**config.mk**
```make
export PLATFORM = sky130hd
export DESIGN_NAME = refresh_sched
export DESIGN_NICKNAME = d
export VERILOG_FILES = /design/src/rtl/refsch_pkg.sv /design/src/rtl/ref_interval_tmr.sv /design/src/rtl/ref_debt_ctr.sv /design/src/rtl/ref_hold_tmr.sv /design/src/rtl/refresh_sched.sv
export SDC_FILE = /design/constraint.sdc
export NUM_CORES = 1
export LEC_CHECK = 0
export BUFFER_PORTS_ARGS = -buffer_cell sky130_fd_sc_hd__buf_2
export CAP_MARGIN = 5
export CORE_MARGIN = 2
export CORE_UTILIZATION = 62
export CTS_CLUSTER_SIZE = 10
export DETAILED_ROUTE_END_ITERATION = 10
export PLACE_DENSITY = 0.93
export SETUP_SLACK_MARGIN = 0.5
export SLEW_MARGIN = 20
export SYNTH_ARGS = -nofsm -noshare
export SYNTH_HDL_FRONTEND = slang
export SYNTH_SLANG_ARGS = --single-unit
```
**constraint.sdc**
```tcl
create_clock -name clk -period 4.85 [get_ports clk]
set_clock_uncertainty 0.1 [all_clocks]
set_input_delay 0.97 -clock clk [delete_from_list [all_inputs] [get_ports clk]]
set_output_delay 0.97 -clock clk [all_outputs]
set_load 0.02 [all_outputs]
```
**src/rtl/refsch_pkg.sv**
```systemverilog
package refsch_pkg;

   // Default timing: 7.8 us average interval at a 7.5 ns clock.
   localparam int unsigned DEF_INTERVAL_CYC = 1040;
   localparam int unsigned DEF_MAX_DEBT     = 8;
   localparam int unsigned DEF_TRFC_PS      = 75000;
   localparam int unsigned DEF_TCK_PS       = 7500;

   // Integer division rounded up; used to turn a time into cycles.
   function automatic int unsigned ceil_div(input int unsigned num,
                                            input int unsigned den);
      return (num + den - 1) / den;
   endfunction

endpackage

```
**src/rtl/ref_interval_tmr.sv**
```systemverilog
module ref_interval_tmr #(
   parameter int unsigned INTERVAL_CYC = 1040
) (
   input  logic clk,
   input  logic rst_n,
   output logic tick_o
);
   localparam int unsigned CW = $clog2(INTERVAL_CYC);
   localparam logic [CW-1:0] LAST = CW'(INTERVAL_CYC - 1);

   logic [CW-1:0] cnt_q;

   generate
      if ((INTERVAL_CYC & (INTERVAL_CYC - 1)) == 0) begin : g_pow2
         // Power of two: natural wrap, no compare in the feedback path.
         always_ff @(posedge clk or negedge rst_n) begin
            if (!rst_n) cnt_q <= '0;
            else        cnt_q <= cnt_q + 1'b1;
         end
         assign tick_o = &cnt_q;
      end else begin : g_modn
         always_ff @(posedge clk or negedge rst_n) begin
            if (!rst_n)              cnt_q <= '0;
            else if (cnt_q == LAST)  cnt_q <= '0;
            else                     cnt_q <= cnt_q + 1'b1;
         end
         assign tick_o = (cnt_q == LAST);
      end
   endgenerate
endmodule

```
**src/rtl/ref_debt_ctr.sv**
```systemverilog
module ref_debt_ctr #(
   parameter int unsigned MAX_DEBT = 8
) (
   input  logic clk,
   input  logic rst_n,
   input  logic credit_i,
   input  logic take_i,
   output logic nz_o,
   output logic full_o,
   output logic ovf_o
);
   localparam int unsigned DW = $clog2(MAX_DEBT + 1);
   localparam logic [DW-1:0] TOP = DW'(MAX_DEBT);

   logic [DW-1:0] debt_q;
   logic          ovf_q;

   always_ff @(posedge clk or negedge rst_n) begin
      if (!rst_n) begin
         debt_q <= '0;
         ovf_q  <= 1'b0;
      end else begin
         unique case ({credit_i, take_i})
            2'b10: begin
               if (debt_q == TOP) ovf_q  <= 1'b1;
               else               debt_q <= debt_q + 1'b1;
            end
            2'b01:   debt_q <= debt_q - 1'b1;
            default: debt_q <= debt_q;
         endcase
      end
   end

   assign nz_o   = (debt_q != '0);
   assign full_o = (debt_q == TOP);
   assign ovf_o  = ovf_q;
endmodule

```
**src/rtl/ref_hold_tmr.sv**
```systemverilog
module ref_hold_tmr #(
   parameter int unsigned HOLD_CYC = 10
) (
   input  logic clk,
   input  logic rst_n,
   input  logic start_i,
   output logic busy_o
);
   generate
      if (HOLD_CYC == 1) begin : g_single
         logic busy_q;
         always_ff @(posedge clk or negedge rst_n) begin
            if (!rst_n) busy_q <= 1'b0;
            else        busy_q <= start_i;
         end
         assign busy_o = busy_q;
      end else begin : g_count
         localparam int unsigned HW = $clog2(HOLD_CYC + 1);
         localparam logic [HW-1:0] LOAD = HW'(HOLD_CYC);
         logic [HW-1:0] left_q;
         always_ff @(posedge clk or negedge rst_n) begin
            if (!rst_n)             left_q <= '0;
            else if (start_i)       left_q <= LOAD;
            else if (left_q != '0)  left_q <= left_q - 1'b1;
         end
         assign busy_o = (left_q != '0);
      end
   endgenerate
endmodule

```
**src/rtl/refresh_sched.sv**
```systemverilog
module refresh_sched #(
   parameter int unsigned INTERVAL_CYC = refsch_pkg::DEF_INTERVAL_CYC,
   parameter int unsigned MAX_DEBT     = refsch_pkg::DEF_MAX_DEBT,
   parameter int unsigned TRFC_PS      = refsch_pkg::DEF_TRFC_PS,
   parameter int unsigned TCK_PS       = refsch_pkg::DEF_TCK_PS
) (
   input  logic clk,
   input  logic rst_n,
   input  logic arb_idle_i,
   input  logic ref_gnt_i,
   output logic ref_req_o,
   output logic ref_urgent_o,
   output logic cmd_block_o,
   output logic credit_ovf_o
);
   localparam int unsigned TRFC_CYC = refsch_pkg::ceil_div(TRFC_PS, TCK_PS);

   generate
      if (INTERVAL_CYC < 2) begin : g_bad_interval
         $error("refresh_sched: INTERVAL_CYC must be at least 2");
      end
      if (MAX_DEBT < 1) begin : g_bad_debt
         $error("refresh_sched: MAX_DEBT must be at least 1");
      end
      if (TCK_PS == 0 || TRFC_CYC < 1) begin : g_bad_trfc
         $error("refresh_sched: refresh cycle must span at least one clock");
      end
   endgenerate

   logic tick;
   logic debt_nz;
   logic accept;

   ref_interval_tmr #(.INTERVAL_CYC(INTERVAL_CYC)) u_tmr (
      .clk    (clk),
      .rst_n  (rst_n),
      .tick_o (tick)
   );

   ref_debt_ctr #(.MAX_DEBT(MAX_DEBT)) u_debt (
      .clk      (clk),
      .rst_n    (rst_n),
      .credit_i (tick),
      .take_i   (accept),
      .nz_o     (debt_nz),
      .full_o   (ref_urgent_o),
      .ovf_o    (credit_ovf_o)
   );

   ref_hold_tmr #(.HOLD_CYC(TRFC_CYC)) u_hold (
      .clk     (clk),
      .rst_n   (rst_n),
      .start_i (accept),
      .busy_o  (cmd_block_o)
   );

   assign ref_req_o = debt_nz & arb_idle_i & ~cmd_block_o;
   assign accept    = ref_gnt_i & ref_req_o;
endmodule

```
## After elaboration in Yosys (flattened, before gate mapping)

Index checks and enable logic that the tools add are counted.

| storage, ports and cells | value |
|---|---|
| register bits | 20 |
| output and inout port bits | 4 |
| bits of input ports | 4 |
| word-level logic and storage cells | 28 |

| cells by class | value |
|---|---|
| add/sub/neg operators | 4 |
| mux-type cells | 5 |
| reductions and logical operators | 6 |
| bitwise operators | 4 |
| equal/unequal tests | 5 |

Operator list:

| kind | count |
|---|---|
| $mux 4 | 3 |
| $add 11x1->11 const B | 1 |
| $eq 11x11->1 const B | 1 |
| $mux 11 | 1 |
| $pmux 4 s2 | 1 |
| $reduce_bool 4->1 | 2 |
| $sub 4x1->4 const B | 2 |
| $add 4x1->4 const B | 1 |
| $eq 4x4->1 const B | 1 |
| $reduce_and 2->1 | 2 |
| $reduce_bool 2->1 | 2 |
| $and 1x1->1 | 3 |
| $eq 2x1->1 const B | 1 |
| $eq 2x2->1 const B | 1 |
| $ne 2x2->1 const B | 1 |
| $not 1->1 | 1 |

## Depth between registers and ports, before layout

| logic depth | value |
|---|---|
| depth in word-level cells | 7 |
| depth in mapped cells | 11 |
| mapped depth without buffers | 11 |

## By module

A second synthesis with hierarchy kept.

| unflattened totals | value |
|---|---|
| cells, all modules | 99 |
| area total of the unflattened synthesis | 1076.0 µm² |

Modules (own cells, without submodules):

| module | seq. area each (µm²) | area an instance (µm²) | instances | cells each |
|---|---|---|---|---|
| ref_interval_tmr | 275.3 | 515.5 | 1 | 46 |
| ref_debt_ctr | 125.1 | 310.3 | 1 | 28 |
| ref_hold_tmr | 100.1 | 230.2 | 1 | 23 |
| refresh_sched | 0.0 | 20.0 | 1 | 2 |

## Worst setup path after synthesis

OpenSTA, ideal clock, no wires.

| timing path | value |
|---|---|
| path type | reg2reg |
| from | register u_hold.g_count.left_q[0] |
| to | register u_debt.debt_q[3] |
| data required time | 4.660 ns |
| path buffers | 0 |
| arrival | 2.649 ns |
| period minus slack after synthesis | 2.839 ns |
| setup slack | 2.011 ns |
| setup time | 0.090 ns |
| stages on the path, launching flop included | 12 |
| cell sequence | dfrtp_1 -> inv_1 -> ha_1 -> nor3b_2 -> o2111ai_4 -> or2_2 -> inv_1 -> ha_1 -> a21o_1 -> a21o_1 -> or4_1 -> o2111ai_1 |

| on the way | value |
|---|---|
| word-level cells in the longest chain between the ends | 7 |
| elaborated cells on any way between the ends | 10 |
| classes of those cells | eq/ne: 3; mux: 1; bitwise: 3; reduce/logical: 3 |

Ends and longest elaborated chain:

| what | RTL line | text |
|---|---|---|
| start: declaration | ref_hold_tmr.sv:20 | `logic [HW-1:0] left_q;` |
| start signal: assignment | ref_hold_tmr.sv:24 | `else if (left_q != '0) left_q <= left_q - 1'b1;` |
| $reduce_bool 4->1 (*) | ref_hold_tmr.sv:26 | `assign busy_o = (left_q != '0);` |
| $not 1->1 (*) | refresh_sched.sv:57 | `assign ref_req_o = debt_nz & arb_idle_i & ~cmd_block_o;` |
| $and 1x1->1 (*) | refresh_sched.sv:57 |  |
| $and 1x1->1 (*) | refresh_sched.sv:58 | `assign accept = ref_gnt_i & ref_req_o;` |
| $eq 2x2->1 / $eq 2x1->1 (equally long branches) | ref_debt_ctr.sv:23 | `unique case ({credit_i, take_i})` |
| $ne 2x2->1 (no source line) / $reduce_bool 2->1 (equally long branches) | - |  |
| $reduce_and 2->1 (no source line) | - |  |
| end signal: assignment | ref_debt_ctr.sv:26 | `else debt_q <= debt_q + 1'b1;` |
| end signal: assignment | ref_debt_ctr.sv:28 | `2'b01: debt_q <= debt_q - 1'b1;` |
| end signal: assignment | ref_debt_ctr.sv:29 | `default: debt_q <= debt_q;` |
| end: declaration | ref_debt_ctr.sv:15 | `logic [DW-1:0] debt_q;` |

Every way passes the cells marked *; elsewhere a longest branch is shown, timed or not.
A chain may end at the register's enable or synchronous reset.

## Final worst setup path

Same ends and word-level chain as after synthesis.

==> results_dict.tcl <==
set metrics [dict create \
    power_frac_comb 0.311 \
    p_clk_frac 0.252 \
    dp_hpwl_um 1410 \
    fin_crit_sh 0.641 \
    synth_area_leaders "sky130_fd_sc_hd__dfrtp_1 (46%), sky130_fd_sc_hd__ha_1 (5.7%), sky130_fd_sc_hd__xnor2_1 (4.8%)" \
    grt_overflow_total 0 \
    cts.hold.buffers_added 0 \
    boundary_pin_count 8 \
    grt_pass1_vias 717 \
    finalMaxSlewViolations 0 \
    initial_cell_density_of_the_core 0.644 \
    unrepaired_setup_endpoints_after_global_routing "false" \
    maxUsedRoutingLayer "met4" \
    syn-cell-area_mm2 0.00109 \
    sequential_area_share_after_synthesis 0.460 \
    synthesis.yosys.warnings 0 \
    switchingPower_mw 0.173 \
    layout.nets 117 \
    area_growth_syn_to_layout_pct 10.0 \
    dieHeight_um 45.9 \
    initial_antenna_violation_count 0 \
    syn_avg_cell_area_um2 11.5 \
    worstSetupEndpointType "flip-flop" \
    global_route.usage.total 0.195 \
    synth-edff-count 0 \
    routed_via_density 6.03 \
    critical_path_rt_ns 4.98 \
    timing.max_cap.violations 0 \
    global_route_wire_length_before_repair_um 2880 \
    tritoncts_clock_tree "yes" \
    synth_cells 95 \
    setup_total_neg_slack_ns 0 \
    number_of_design_rule_violations_left_after_detail_routing 0 \
    clk_root_buffer_cell "sky130_fd_sc_hd__clkbuf_4" \
    finalHoldViolations 0 \
    detail-route-antenna-nets 0 \
    vdd_drop_max_v 0.000327 \
    cts_num_sinks 20 \
    die_w_um 45.9 \
    gp_congestion 0.809 \
    wl_met3_um 48 \
    antenna_diode_count 0 \
    power_leakage_nw 0.588 \
    r2r_slack_ns 1.74 \
    report.final.setup_viol 0 \
    cp_data_arrival_time_ns 3.24 \
    timing.fmax_ghz 0.322 \
    drt_pre_antenna_iters 4 \
    run_status "completed" \
    number_of_clock_buffers_inserted_by_tritoncts 3 \
    timing.setup.critical_path_class "reg2reg" \
    cts_resized 0 \
    standard_cell_rows 15 \
    setup.worst_path.start_class "flip-flop" \
    drive_above_1_share 0.217 \
    synth-async-reset-ratio 1.00 \
    yosysUniqueCellTypes 37 \
    max_slew.worst_pin.slew_ns 0.722 \
    route.met2.wl_um 931 \
    worst_skew_pair.late_latency_ns 0.31 \
    clkTransAtPathRegs_ns 0.11 \
    maxSlewHeadroom 0.512 \
    die_area_mm2 0.00211 \
    buffer_ports.inserted 7 \
    path_max_fanout 7 \
    seqPwrFrac 0.437 \
    internal_power_mw 0.364 \
    postSynthRegisterBits 20 \
    synth_top_area_share 0.460 \
    grt_max_degree 21 \
    switching_share 0.322 \
    routed-via-count 742 \
    drt-total-wl_um 1810 \
    yosys_most_used_dff "sky130_fd_sc_hd__dfrtp_1" \
    post-route-min-period_ns 3.11 \
    timing.hold.worst.class "reg2reg" \
    route.layer.met1.wl_um 797 \
    largest_area_contributor_in_the_netlist "sky130_fd_sc_hd__dfrtp_1" \
    whs_ns 0.365 \
    cts.repair_timing.setup_buffer_count 0 \
    core_mm2 0.00169 \
    avgRoutedWirePerCell_um 14.7 \
    initialDrtViolationCount 13 \
    power.density_cell_area_mw_per_mm2 449 \
    synth_nets 105 \
    ctsHtreeMaxLevel 1 \
    clock_path_buffers 2 \
]
==> layer usage <==
layer	track usage	up-vias
met5	0	-
met4	0.0914	0
met3	0.0357	5
met2	0.356	14
met1	0.214	361
li1	-	362
==> layout make-up <==
cell class / count / area (µm²)
tap: 17 / 21.3
clock buffer: 3 / 22.5
timing repair buffer: 7 / 35.0
inverter: 7 / 26.3
multi-input combinational: 68 / 562
fill: 120 / 492
clock inverter: 1 / 30.0
sequential: 20 / 500
==> through the flow <==
stage	total power [mW]	std cells	setup WS [ns]	utilization	instance area [µm²]
global placement	0.391	119	1.87	0.678	1140
finish	0.537	123	1.74	0.709	1200
floorplan	0.364	95	2.01	-	1090
CTS	0.542	123	1.74	0.709	1200
global route	0.576	123	1.59	0.709	1200
detailed placement	0.408	119	1.76	0.678	1140
==> cells in the final DEF, fill, tap and decap left out <==
cell type / synthesis / layout
sky130_fd_sc_hd__clkbuf_4: 0 / 3
sky130_fd_sc_hd__nand3_1: 4 / 4
sky130_fd_sc_hd__nor2_1: 8 / 8
sky130_fd_sc_hd__mux2i_4: 1 / 1
sky130_fd_sc_hd__nand2_1: 5 / 5
sky130_fd_sc_hd__ha_1: 5 / 5
sky130_fd_sc_hd__nor3_1: 2 / 2
sky130_fd_sc_hd__o211a_1: 1 / 1
sky130_fd_sc_hd__a21o_1: 2 / 2
sky130_fd_sc_hd__a211o_1: 1 / 1
sky130_fd_sc_hd__a221o_1: 1 / 1
sky130_fd_sc_hd__o21ai_0: 1 / 1
sky130_fd_sc_hd__nor3b_2: 1 / 1
sky130_fd_sc_hd__buf_2: 0 / 7
sky130_fd_sc_hd__or2_2: 1 / 1
sky130_fd_sc_hd__inv_1: 7 / 7
sky130_fd_sc_hd__mux2i_1: 2 / 2
sky130_fd_sc_hd__or3_1: 1 / 1
sky130_fd_sc_hd__and3_2: 1 / 1
sky130_fd_sc_hd__nor4b_1: 1 / 1
sky130_fd_sc_hd__nor2b_1: 1 / 1
sky130_fd_sc_hd__nand4_1: 2 / 2
sky130_fd_sc_hd__xor2_1: 5 / 5
sky130_fd_sc_hd__dfrtp_1: 20 / 20
sky130_fd_sc_hd__a21oi_1: 2 / 2
sky130_fd_sc_hd__fa_1: 1 / 1
sky130_fd_sc_hd__nor4_1: 1 / 1
sky130_fd_sc_hd__and3_1: 1 / 1
sky130_fd_sc_hd__or4_1: 1 / 1
sky130_fd_sc_hd__nand4b_1: 1 / 1
sky130_fd_sc_hd__o2111ai_1: 1 / 1
sky130_fd_sc_hd__bufinv_16: 0 / 1
sky130_fd_sc_hd__or2b_2: 1 / 1
sky130_fd_sc_hd__a31o_2: 1 / 1
sky130_fd_sc_hd__mux2_4: 1 / 1
sky130_fd_sc_hd__o2111ai_4: 1 / 1
sky130_fd_sc_hd__nor3_4: 1 / 1
sky130_fd_sc_hd__or4_4: 2 / 2
sky130_fd_sc_hd__xnor2_1: 6 / 6
sky130_fd_sc_hd__or3_2: 1 / 1
==> flip-flops by register name, summed over array words and instances (netlist names) <==
name and cells:
u_tmr.cnt_q 11, u_debt.ovf_o 1, u_debt.debt_q 4, u_hold.g_count.left_q 4
==> logic make-up after synthesis <==
kind of cell | Yosys count | synth area share
AO/OA/AOI/OAI | 11 | 0.0943
XOR/XNOR | 11 | 0.0885
adder cells (fa/ha/maj) | 6 | 0.0759
buffers and inverters | 7 | 0.0241
flip-flops | 20 | 0.460
multiplexers | 4 | 0.0529
AND/OR/NAND/NOR | 36 | 0.205
==> Yosys cell counts (2+ instances only) <==
cell and instances:
sky130_fd_sc_hd__a21oi_1 2, sky130_fd_sc_hd__nor2_1 8, sky130_fd_sc_hd__ha_1 5, sky130_fd_sc_hd__a21o_1 2
sky130_fd_sc_hd__xor2_1 5, sky130_fd_sc_hd__nand2_1 5, sky130_fd_sc_hd__xnor2_1 6, sky130_fd_sc_hd__mux2i_1 2
sky130_fd_sc_hd__nor3_1 2, sky130_fd_sc_hd__nand4_1 2, sky130_fd_sc_hd__or4_4 2, sky130_fd_sc_hd__dfrtp_1 20
sky130_fd_sc_hd__nand3_1 4, sky130_fd_sc_hd__inv_1 7
==> power groups by stage <==
stage	Combinational (mW)	Sequential, mW	Clock (mW)
3_3_place_gp	0.155	0.236	0
3_5_place_dp	0.170	0.238	0
5_1_grt	0.189	0.240	0.146
2_1_floorplan	0.135	0.229	0
4_1_cts	0.170	0.235	0.137
6_report	0.167	0.235	0.136
==> worst max-delay path, cell delays in order (launching register included) <==
cell	delay [ns]
sky130_fd_sc_hd__dfrtp_1	0.42
sky130_fd_sc_hd__inv_1	0.09
sky130_fd_sc_hd__ha_1	0.17
sky130_fd_sc_hd__nor3b_2	0.38
sky130_fd_sc_hd__o2111ai_4	0.26
sky130_fd_sc_hd__or2_2	0.37
sky130_fd_sc_hd__inv_1	0.10
sky130_fd_sc_hd__ha_1	0.24
sky130_fd_sc_hd__a21o_1	0.20
sky130_fd_sc_hd__a21o_1	0.19
sky130_fd_sc_hd__or4_1	0.40
sky130_fd_sc_hd__o2111ai_1	0.11
==> final timing paths <==
check                                          from                to  depth (start not counted)
hold reg to reg                      u_tmr.cnt_q[0]    u_tmr.cnt_q[0]                          1
setup reg to reg           u_hold.g_count.left_q[0]  u_debt.debt_q[3]                         11
hold / removal                       u_tmr.cnt_q[0]    u_tmr.cnt_q[0]                          1
max in group asynchronous                     rst_n    u_tmr.cnt_q[2]                          1
setup / recovery           u_hold.g_count.left_q[0]  u_debt.debt_q[3]                         11
min in group asynchronous                     rst_n  u_debt.debt_q[3]                          1
Note: power is estimated with default switching activity, not from simulation.
